[src/rtl/gpio_bank_pkg.sv]
package gpio_bank_pkg;

  localparam int unsigned OFS_DOUT  = 'h00;
  localparam int unsigned OFS_OE    = 'h04;
  localparam int unsigned OFS_PEN   = 'h08;
  localparam int unsigned OFS_PDIR  = 'h0C;
  localparam int unsigned OFS_LEVEL = 'h10;
  localparam int unsigned OFS_SENSE = 'h14;
  localparam int unsigned OFS_POL   = 'h18;
  localparam int unsigned OFS_BOTH  = 'h1C;
  localparam int unsigned OFS_MASK  = 'h20;
  localparam int unsigned OFS_RAW   = 'h24;
  localparam int unsigned OFS_MSTAT = 'h28;
  localparam int unsigned OFS_ACK   = 'h2C;

  // One pin's detector decision for the current cycle.
  function automatic logic sense_hit(input logic lvl, input logic both,
                                     input logic pol, input logic cur,
                                     input logic prv);
    logic hit;
    if (lvl)       hit = (cur == pol);
    else if (both) hit = (cur != prv);
    else if (pol)  hit = cur & ~prv;
    else           hit = ~cur & prv;
    return hit;
  endfunction

  // Sticky status update: new events win over an acknowledge.
  function automatic logic [31:0] status_next(input logic [31:0] cur,
                                              input logic [31:0] ack,
                                              input logic [31:0] hit);
    return (cur & ~ack) | hit;
  endfunction

endpackage

[src/rtl/gpio_sync.sv]
module gpio_sync #(
  parameter int unsigned WIDTH = 32
) (
  input  logic             clk,
  input  logic             rst_n,
  input  logic [WIDTH-1:0] d,
  output logic [WIDTH-1:0] q
);
  logic [WIDTH-1:0] meta_q;

  always_ff @(posedge clk or negedge rst_n) begin
    if (!rst_n) begin
      meta_q <= '0;
      q      <= '0;
    end else begin
      meta_q <= d;
      q      <= meta_q;
    end
  end
endmodule

[src/rtl/gpio_edge_sense.sv]
module gpio_edge_sense
  import gpio_bank_pkg::*;
#(
  parameter int unsigned WIDTH = 32
) (
  input  logic             clk,
  input  logic             rst_n,
  input  logic [WIDTH-1:0] cur,
  input  logic [WIDTH-1:0] lvl,
  input  logic [WIDTH-1:0] both,
  input  logic [WIDTH-1:0] pol,
  output logic [WIDTH-1:0] prev_q,
  output logic [WIDTH-1:0] hit
);
  always_ff @(posedge clk or negedge rst_n) begin
    if (!rst_n) prev_q <= '0;
    else        prev_q <= cur;
  end

  for (genvar i = 0; i < WIDTH; i++) begin : g_pin
    assign hit[i] = sense_hit(lvl[i], both[i], pol[i], cur[i], prev_q[i]);
  end
endmodule

[src/rtl/gpio_irq_bank.sv]
module gpio_irq_bank
  import gpio_bank_pkg::*;
#(
  parameter int unsigned NPINS  = 32,
  parameter int unsigned ADDR_W = 8
) (
  input  logic              clk,
  input  logic              rst_n,
  input  logic [ADDR_W-1:0] addr,
  input  logic              wr_en,
  input  logic [NPINS-1:0]  wr_data,
  output logic [NPINS-1:0]  rd_data,
  input  logic [NPINS-1:0]  pin_in,
  output logic [NPINS-1:0]  pin_out,
  output logic [NPINS-1:0]  pin_oe,
  output logic [NPINS-1:0]  pull_up_en,
  output logic [NPINS-1:0]  pull_dn_en,
  output logic              irq
);
  localparam logic [ADDR_W-1:0] A_DOUT  = ADDR_W'(OFS_DOUT);
  localparam logic [ADDR_W-1:0] A_OE    = ADDR_W'(OFS_OE);
  localparam logic [ADDR_W-1:0] A_PEN   = ADDR_W'(OFS_PEN);
  localparam logic [ADDR_W-1:0] A_PDIR  = ADDR_W'(OFS_PDIR);
  localparam logic [ADDR_W-1:0] A_LEVEL = ADDR_W'(OFS_LEVEL);
  localparam logic [ADDR_W-1:0] A_SENSE = ADDR_W'(OFS_SENSE);
  localparam logic [ADDR_W-1:0] A_POL   = ADDR_W'(OFS_POL);
  localparam logic [ADDR_W-1:0] A_BOTH  = ADDR_W'(OFS_BOTH);
  localparam logic [ADDR_W-1:0] A_MASK  = ADDR_W'(OFS_MASK);
  localparam logic [ADDR_W-1:0] A_RAW   = ADDR_W'(OFS_RAW);
  localparam logic [ADDR_W-1:0] A_MSTAT = ADDR_W'(OFS_MSTAT);
  localparam logic [ADDR_W-1:0] A_ACK   = ADDR_W'(OFS_ACK);

  logic [NPINS-1:0] dout_q, oe_q, pen_q, pdir_q;
  logic [NPINS-1:0] lvl_q, pol_q, both_q, mask_q, raw_q;
  logic [NPINS-1:0] sync_q, prev_q, hit_vec, ack_vec, masked;

  gpio_sync #(.WIDTH(NPINS)) u_sync (
    .clk(clk), .rst_n(rst_n), .d(pin_in), .q(sync_q)
  );

  gpio_edge_sense #(.WIDTH(NPINS)) u_sense (
    .clk(clk), .rst_n(rst_n), .cur(sync_q), .lvl(lvl_q),
    .both(both_q), .pol(pol_q), .prev_q(prev_q), .hit(hit_vec)
  );

  assign ack_vec = (wr_en && addr == A_ACK) ? wr_data : '0;

  always_ff @(posedge clk or negedge rst_n) begin
    if (!rst_n) begin
      dout_q <= '0; oe_q  <= '0; pen_q  <= '0; pdir_q <= '0;
      lvl_q  <= '0; pol_q <= '0; both_q <= '0; mask_q <= '0;
    end else if (wr_en) begin
      case (addr)
        A_DOUT:  dout_q <= wr_data;
        A_OE:    oe_q   <= wr_data;
        A_PEN:   pen_q  <= wr_data;
        A_PDIR:  pdir_q <= wr_data;
        A_SENSE: lvl_q  <= wr_data;
        A_POL:   pol_q  <= wr_data;
        A_BOTH:  both_q <= wr_data;
        A_MASK:  mask_q <= wr_data;
        default: ;
      endcase
    end
  end

  always_ff @(posedge clk or negedge rst_n) begin
    if (!rst_n) raw_q <= '0;
    else        raw_q <= NPINS'(status_next(32'(raw_q), 32'(ack_vec), 32'(hit_vec)));
  end

  assign masked = raw_q & mask_q;
  assign irq    = |masked;

  assign pin_out    = dout_q;
  assign pin_oe     = oe_q;
  assign pull_up_en = pen_q & pdir_q;
  assign pull_dn_en = pen_q & ~pdir_q;

  always_comb begin
    case (addr)
      A_DOUT:  rd_data = dout_q;
      A_OE:    rd_data = oe_q;
      A_PEN:   rd_data = pen_q;
      A_PDIR:  rd_data = pdir_q;
      A_LEVEL: rd_data = sync_q;
      A_SENSE: rd_data = lvl_q;
      A_POL:   rd_data = pol_q;
      A_BOTH:  rd_data = both_q;
      A_MASK:  rd_data = mask_q;
      A_RAW:   rd_data = raw_q;
      A_MSTAT: rd_data = masked;
      default: rd_data = '0;
    endcase
  end
endmodule

[config.mk]
export PLATFORM = sky130hd
export DESIGN_NAME = gpio_irq_bank
export DESIGN_NICKNAME = d
export VERILOG_FILES = /design/src/rtl/gpio_bank_pkg.sv /design/src/rtl/gpio_sync.sv /design/src/rtl/gpio_edge_sense.sv /design/src/rtl/gpio_irq_bank.sv
export SDC_FILE = /design/constraint.sdc
export NUM_CORES = 1
export LEC_CHECK = 0
export ABC_CLOCK_PERIOD_IN_PS = 2390
export CAP_MARGIN = 5
export CELL_PAD_IN_SITES_DETAIL_PLACEMENT = 1
export CELL_PAD_IN_SITES_GLOBAL_PLACEMENT = 1
export CORE_MARGIN = 1.5
export CORE_UTILIZATION = 40
export DETAILED_ROUTE_END_ITERATION = 6
export PLACE_DENSITY = 0.69
export SETUP_SLACK_MARGIN = 0.3
export SLEW_MARGIN = 20
export SYNTH_ARGS = -nofsm -noshare
export SYNTH_HDL_FRONTEND = slang
export SYNTH_HIERARCHICAL = 1
export SYNTH_SLANG_ARGS = --single-unit
[constraint.sdc]
create_clock -name clk -period 2.39 [get_ports clk]
set_clock_uncertainty 0.15 [all_clocks]
set_input_delay 0.239 -clock clk [delete_from_list [all_inputs] [get_ports clk]]
set_output_delay 0.239 -clock clk [all_outputs]
set_load 0.1 [all_outputs]
* After elaboration in Yosys (flattened, before gate mapping)
Cells that the tools add are included.
W data, S select, Z words.
** Cells by class
- Mux-type cells :: 98
- Equality and inequality tests :: 75
- Bitwise logic cells :: 135
- Reduce and logical (&&, ||, !) cells :: 11
** Operators with widths (number)
- $pmux W32 S11 :: 1
- $and A32 B32 Y32 :: 4
- $mux W1 :: 96
- $and A1 B1 Y1 :: 64
- $not A1 Y1 :: 64
- $not A32 Y32 :: 2
- $eq A1 B1 Y1 :: 32
- $eq A8 B5 Y1 const B :: 4
- $eq A8 B6 Y1 const B :: 4
- $mux W32 :: 1
- $ne A1 B1 Y1 :: 32
- $or A32 B32 Y32 :: 1
- $reduce_or A32 Y1 :: 1
- $eq A8 B4 Y1 const B :: 2
- $reduce_and A2 Y1 :: 8
- $eq A8 B3 Y1 const B :: 1
- $logic_not A8 Y1 :: 1
- $logic_and A1 B1 Y1 :: 1
** Word-level totals
- Logic and storage cells :: 331
- Input bits :: 75
- Output and inout port bits :: 161
- Flip-flop bits (word level) :: 384

* Longest topological paths before layout
- Word-level depth :: 6
- Mapped depth :: 8
- Depth with buffers taken out :: 6

* Hierarchy
The synthesis kept the hierarchy.
** Modules (own cells, without submodules)
- gpio_irq_bank :: times used 1, cells each 1154, area each 14460.1 um2, sequential area each 7206.9 um2
- gpio_edge_sense :: times used 1, cells each 352, area each 3042.9 um2, sequential area each 800.8 um2
- gpio_sync :: times used 1, cells each 64, area each 1601.5 um2, sequential area each 1601.5 um2

* Worst setup path before layout
No wires, ideal clock.
- Path type :: in2out
- Start point :: input addr[7]
- End point :: output rd_data[20]
- Buffers on the path :: 2
- Stages :: 6
- Path slack :: -974 ps
- Data arrival time :: 2975 ps
- Required time :: 2001 ps
- Path through :: buf_2 -> or3b_2 -> clkbuf_1 -> o32ai_1 -> a311oi_1 -> o221ai_1
** On the way
- Longest elaborated chain between the ends :: 2
- Elaborated cells between the ends (all ways) :: 12
- Classes of those cells :: eq/ne: 10; mux: 1; reduce/logical: 1
** RTL lines
- from (decl) :: RTL line gpio_irq_bank.sv:9 : input logic [ADDR_W-1:0] addr,
- $eq A8 B6 Y1 (tied with other cells) :: RTL line gpio_irq_bank.sv:81 : case (addr)
- $pmux W32 S11 (*) :: RTL line gpio_irq_bank.sv:81
- to (decl) :: RTL line gpio_irq_bank.sv:12 : output logic [NPINS-1:0] rd_data,
Every way passes the cells marked *; elsewhere a longest branch is shown, timed or not.

* Final worst setup path
- Start point :: register raw_q[28]
- End point :: output irq
** On the way
- Longest elaborated chain between the ends :: 2
** RTL lines
- from (decl) :: RTL line gpio_irq_bank.sv:34 : logic [NPINS-1:0] lvl_q, pol_q, both_q, mask_q, raw_q;
- from (signal assigned) :: RTL line gpio_irq_bank.sv:69 : else raw_q <= NPINS'(status_next(32'(raw_q), 32'(ack_vec), 32'(hit_vec)));
- $and A32 B32 Y32 :: RTL line gpio_irq_bank.sv:72 : assign masked = raw_q & mask_q;
- $reduce_or A32 Y1 :: RTL line gpio_irq_bank.sv:73 : assign irq = |masked;
- to (decl) :: RTL line gpio_irq_bank.sv:18 : output logic irq
No other way between the ends.

==> results.cfg <==
[power_and_ir_drop]
powerDensity_mw_per_mm2 = 610
peakVddDrop_v = 0.000420
power.total_mw = 16.6
leakage_nw = 13.0

[global_routing]
grt_pass1_vias = 16500
grt_first_pass_wirelength_mm = 107
antenna_found_initial = 0
grt_max_degree = 72
grtUsageTotal = 0.289
grt-ovfl-total = 0

[sta]
slew_headroom = 0.660
slew_viol_final = 0
fmax_mhz = 353
worstMarginPinSlew_ns = 0.509
period_needed_ns = 2.83
worst_slack_ns = -0.439
finalCritPeriodShare = 1.18
hold_violations = 0
setup_viol_count_final = 20
rsz0062_at_grt = true

[worst_setup_path]
path_max_fanout = 2
cp-start-kind = flip-flop
worstPathRequired_ns = 2.00
critPathKind = reg -> out
arrival_ns = 2.44
crit_path_max_incr_delay_ns = 0.56
crit_family = simple AND/OR/NAND/NOR gates
r2r_setup_slack_ns = 0.66
r2r_end = raw_q[5]$_DFF_PN0_
path_cells = a22o_1, a221oi_2, buf_4, nand4_1, or4_4, buf_12
reg2reg_from = u_sync/q[5]$_DFF_PN0_
cp_num_cells = 6
crit_path_end = irq
rr_worst_depth = 6
endpoint_kind = output port
cp_slowest_cell = or4_4
worstSetupStartpoint = raw_q[28]$_DFF_PN0_
path_buf_inv = 2

[logic_synthesis]
syn_area_mm2 = 0.0191
synth_ff_type = dfrtp_1
ys.warnings.count = 6
syn_nets = 1709
synth_cell_type_count = 60
synthArstFlopShare = 1.00
synth_edf_count = 0
seq_area_frac_synth = 0.503
ys_ff_latch = 384
syn_area_per_cell_um2 = 12.2
postSynthCellCount = 1570

[clock_tree]
clockBufferDepth = 3
numCtsBuffers = 44
cts-root-buf = clkbuf_16
clkTransAtPathRegs_ns = 0.06
clock_latency_ns = 0.59
clock_sinks = 384
cts_tree = built
cts_max_level = 2

[placed_design]
dp_slack_ns = -0.578
io_buffers = 235
gp_congestion = 0.889
place_hpwl_mm = 49.9

[route]
ant_nets = 0
drcViolationCount = 0
wl_per_cell_um = 25.7
vias = 15500
viasPerCell = 5.64
wl_mm = 70.5
drt_pass1_iterations = 5
drt_first_iter_violations = 971

[floorplan]
initial_core_util = 0.408
core_area_mm2 = 0.0469
die_area_mm2 = 0.0491
dieHeight_um = 222
die_x_um = 222
rows = 79
ios = 236

[worst_hold_path]
hp-class = in -> async

[outcome]
violations = setup timing
status = complete, but fails checks

[layout]
final_core_util = 0.582
drive_gt1_frac = 0.455
n_antenna_cell = 0
fin_nets = 2243
fillers = 4704
area_growth_syn_to_layout_pct = 42.8

[run]
cap_violations = 0
-- layout make-up --
type	count	area (um2)	share of cell area
Clock inverter	15	141	0.00518
Sequential cell	384	9660	0.354
Clock buffer	65	1280	0.0470
Tap cell	607	759	0.0278
Inverter	68	255	0.00936
Multi-Input combinational cell	1039	9700	0.356
Timing Repair Buffer	567	5480	0.201
-- cells in the mapped netlist (3+ instances only) --
cell,instances,area [um2]
buf_2,52,260
a221o_1,9,90.1
ha_1,64,801
a21oi_1,48,240
nor4_2,3,37.5
nor4b_4,4,95.1
nand4_1,3,18.8
a221oi_1,9,78.8
mux2_2,230,2590
mux4_2,16,360
nand2b_1,10,62.6
o211ai_1,7,52.6
mux2_1,71,800
o21ai_0,10,50.1
nor4_1,6,37.5
o32ai_1,4,35.0
and2_1,38,238
a22oi_1,31,233
nor2_1,14,52.6
o2bb2ai_1,9,78.8
clkbuf_1,18,67.6
a211oi_1,3,22.5
xnor2_1,32,280
nand2_1,130,488
and3_1,9,56.3
o221ai_1,4,35.0
a21o_1,34,255
dfrtp_1,384,9610
a311o_1,5,50.1
nor2b_1,37,231
a22o_1,11,96.3
o21ai_1,32,160
mux2i_1,40,400
o22ai_1,12,75.1
a32oi_1,18,158
nor3_1,6,30.0
buf_1,7,26.3
a32o_1,7,70.1
or4_1,7,52.6
nand3_1,38,190
inv_1,67,251
nand3_4,3,52.6
-- cells in the final DEF (no fill, tap or decap), types with 7 or more instances in the layout --
cell type	instances
nor2b_2	35
and3_1	8
clkinv_2	8
ha_1	64
a21o_1	34
a21oi_1	42
nand3_1	29
nor2_1	9
buf_4	375
nand2_1	126
a22oi_1	20
nand2b_1	7
buf_6	22
dfrtp_2	35
o22ai_1	9
mux2_1	71
mux2_2	224
o2bb2ai_1	7
nand3_4	7
buf_12	63
mux4_2	16
o211ai_1	7
and2_1	37
clkbuf_16	47
inv_1	67
a22oi_2	11
dlygate4sd3_1	32
dfrtp_1	348
mux2i_1	33
clkbuf_8	8
a22o_1	10
clkbuf_1	12
o21ai_1	38
xnor2_1	32
clkdlybuf4s50_1	65
a32oi_1	16
-- through the flow --
step	TNS, ns	instances	hold WS, ns	area [um2]
4_1_cts	-3.62	2730	0.00894	27000
5_1_grt	-4.23	2745	0.0271	27300
2_1_floorplan	-4.22	1570	-0.207	19700
6_report	-3.17	2745	0.00908	27300
3_3_place_gp	-59.75	2533	0.0365	24300
3_5_place_dp	-63.24	2533	0.0409	24300
-- worst register-to-register path, cell delays in order (launching register included) --
cell,delay (ns)
dfrtp_1,0.53
inv_1,0.09
ha_1,0.19
mux2_1,0.29
o21ai_1,0.12
nand2_1,0.10
a21o_1,0.16
-- power breakdown --
part | internal, mW | total [mW] | switching (mW) | leakage, nW
clock | 3.93 | 6.79 | 2.86 | 0.699
sequential | 6.80 | 7.09 | 0.293 | 4.88
combinational | 1.07 | 2.75 | 1.68 | 7.38
-- metal layers --
metal | share of wire | GRT usage | routed length [um] | vias to the layer above
met5 | 0 | 0 | 0 | -
met4 | 0.028 | 0.0932 | 1960 | 0
met3 | 0.049 | 0.0360 | 3430 | 114
met2 | 0.48 | 0.479 | 34000 | 446
met1 | 0.44 | 0.396 | 31100 | 8139
li1 | - | - | - | 6784
-- worst min path at each step --
| stage | startpoint | end | slack (ns) | cells past startpoint |
|---|---|---|---|---|
| finish | rst_n | u_sync/meta_q[10]$_DFF_PN0_ | 0.009 | 2 |
| CTS | rst_n | u_sync/meta_q[10]$_DFF_PN0_ | 0.009 | 2 |
| floorplan | rst_n | both_q[0]$_DFFE_PN0P_ | -0.21 | 0 |
| detailed placement | rst_n | u_sync/meta_q[10]$_DFF_PN0_ | 0.04 | 1 |
| global placement | rst_n | u_sync/meta_q[10]$_DFF_PN0_ | 0.04 | 1 |
| global route | rst_n | u_sync/meta_q[10]$_DFF_PN0_ | 0.03 | 2 |
-- cell families after synthesis --
group,after synthesis,share of synthesized area
flops,384,0.503
mux,357,0.217
simple gates,316,0.0897
compound gates,270,0.101
buf+inv,147,0.0327
fa+ha+maj,64,0.0419
xor+xnor,32,0.0147
-- timing repair --
item	4_1_cts	5_1_grt
endpoints found under the setup margin	48	33
pin swaps	64	28
resized for setup	104	35
gates cloned	2	0
buffers inserted	83	15
hold buffers	32	0
hold endpoints to repair	415	0
Power figures use the tool's default switching activity.
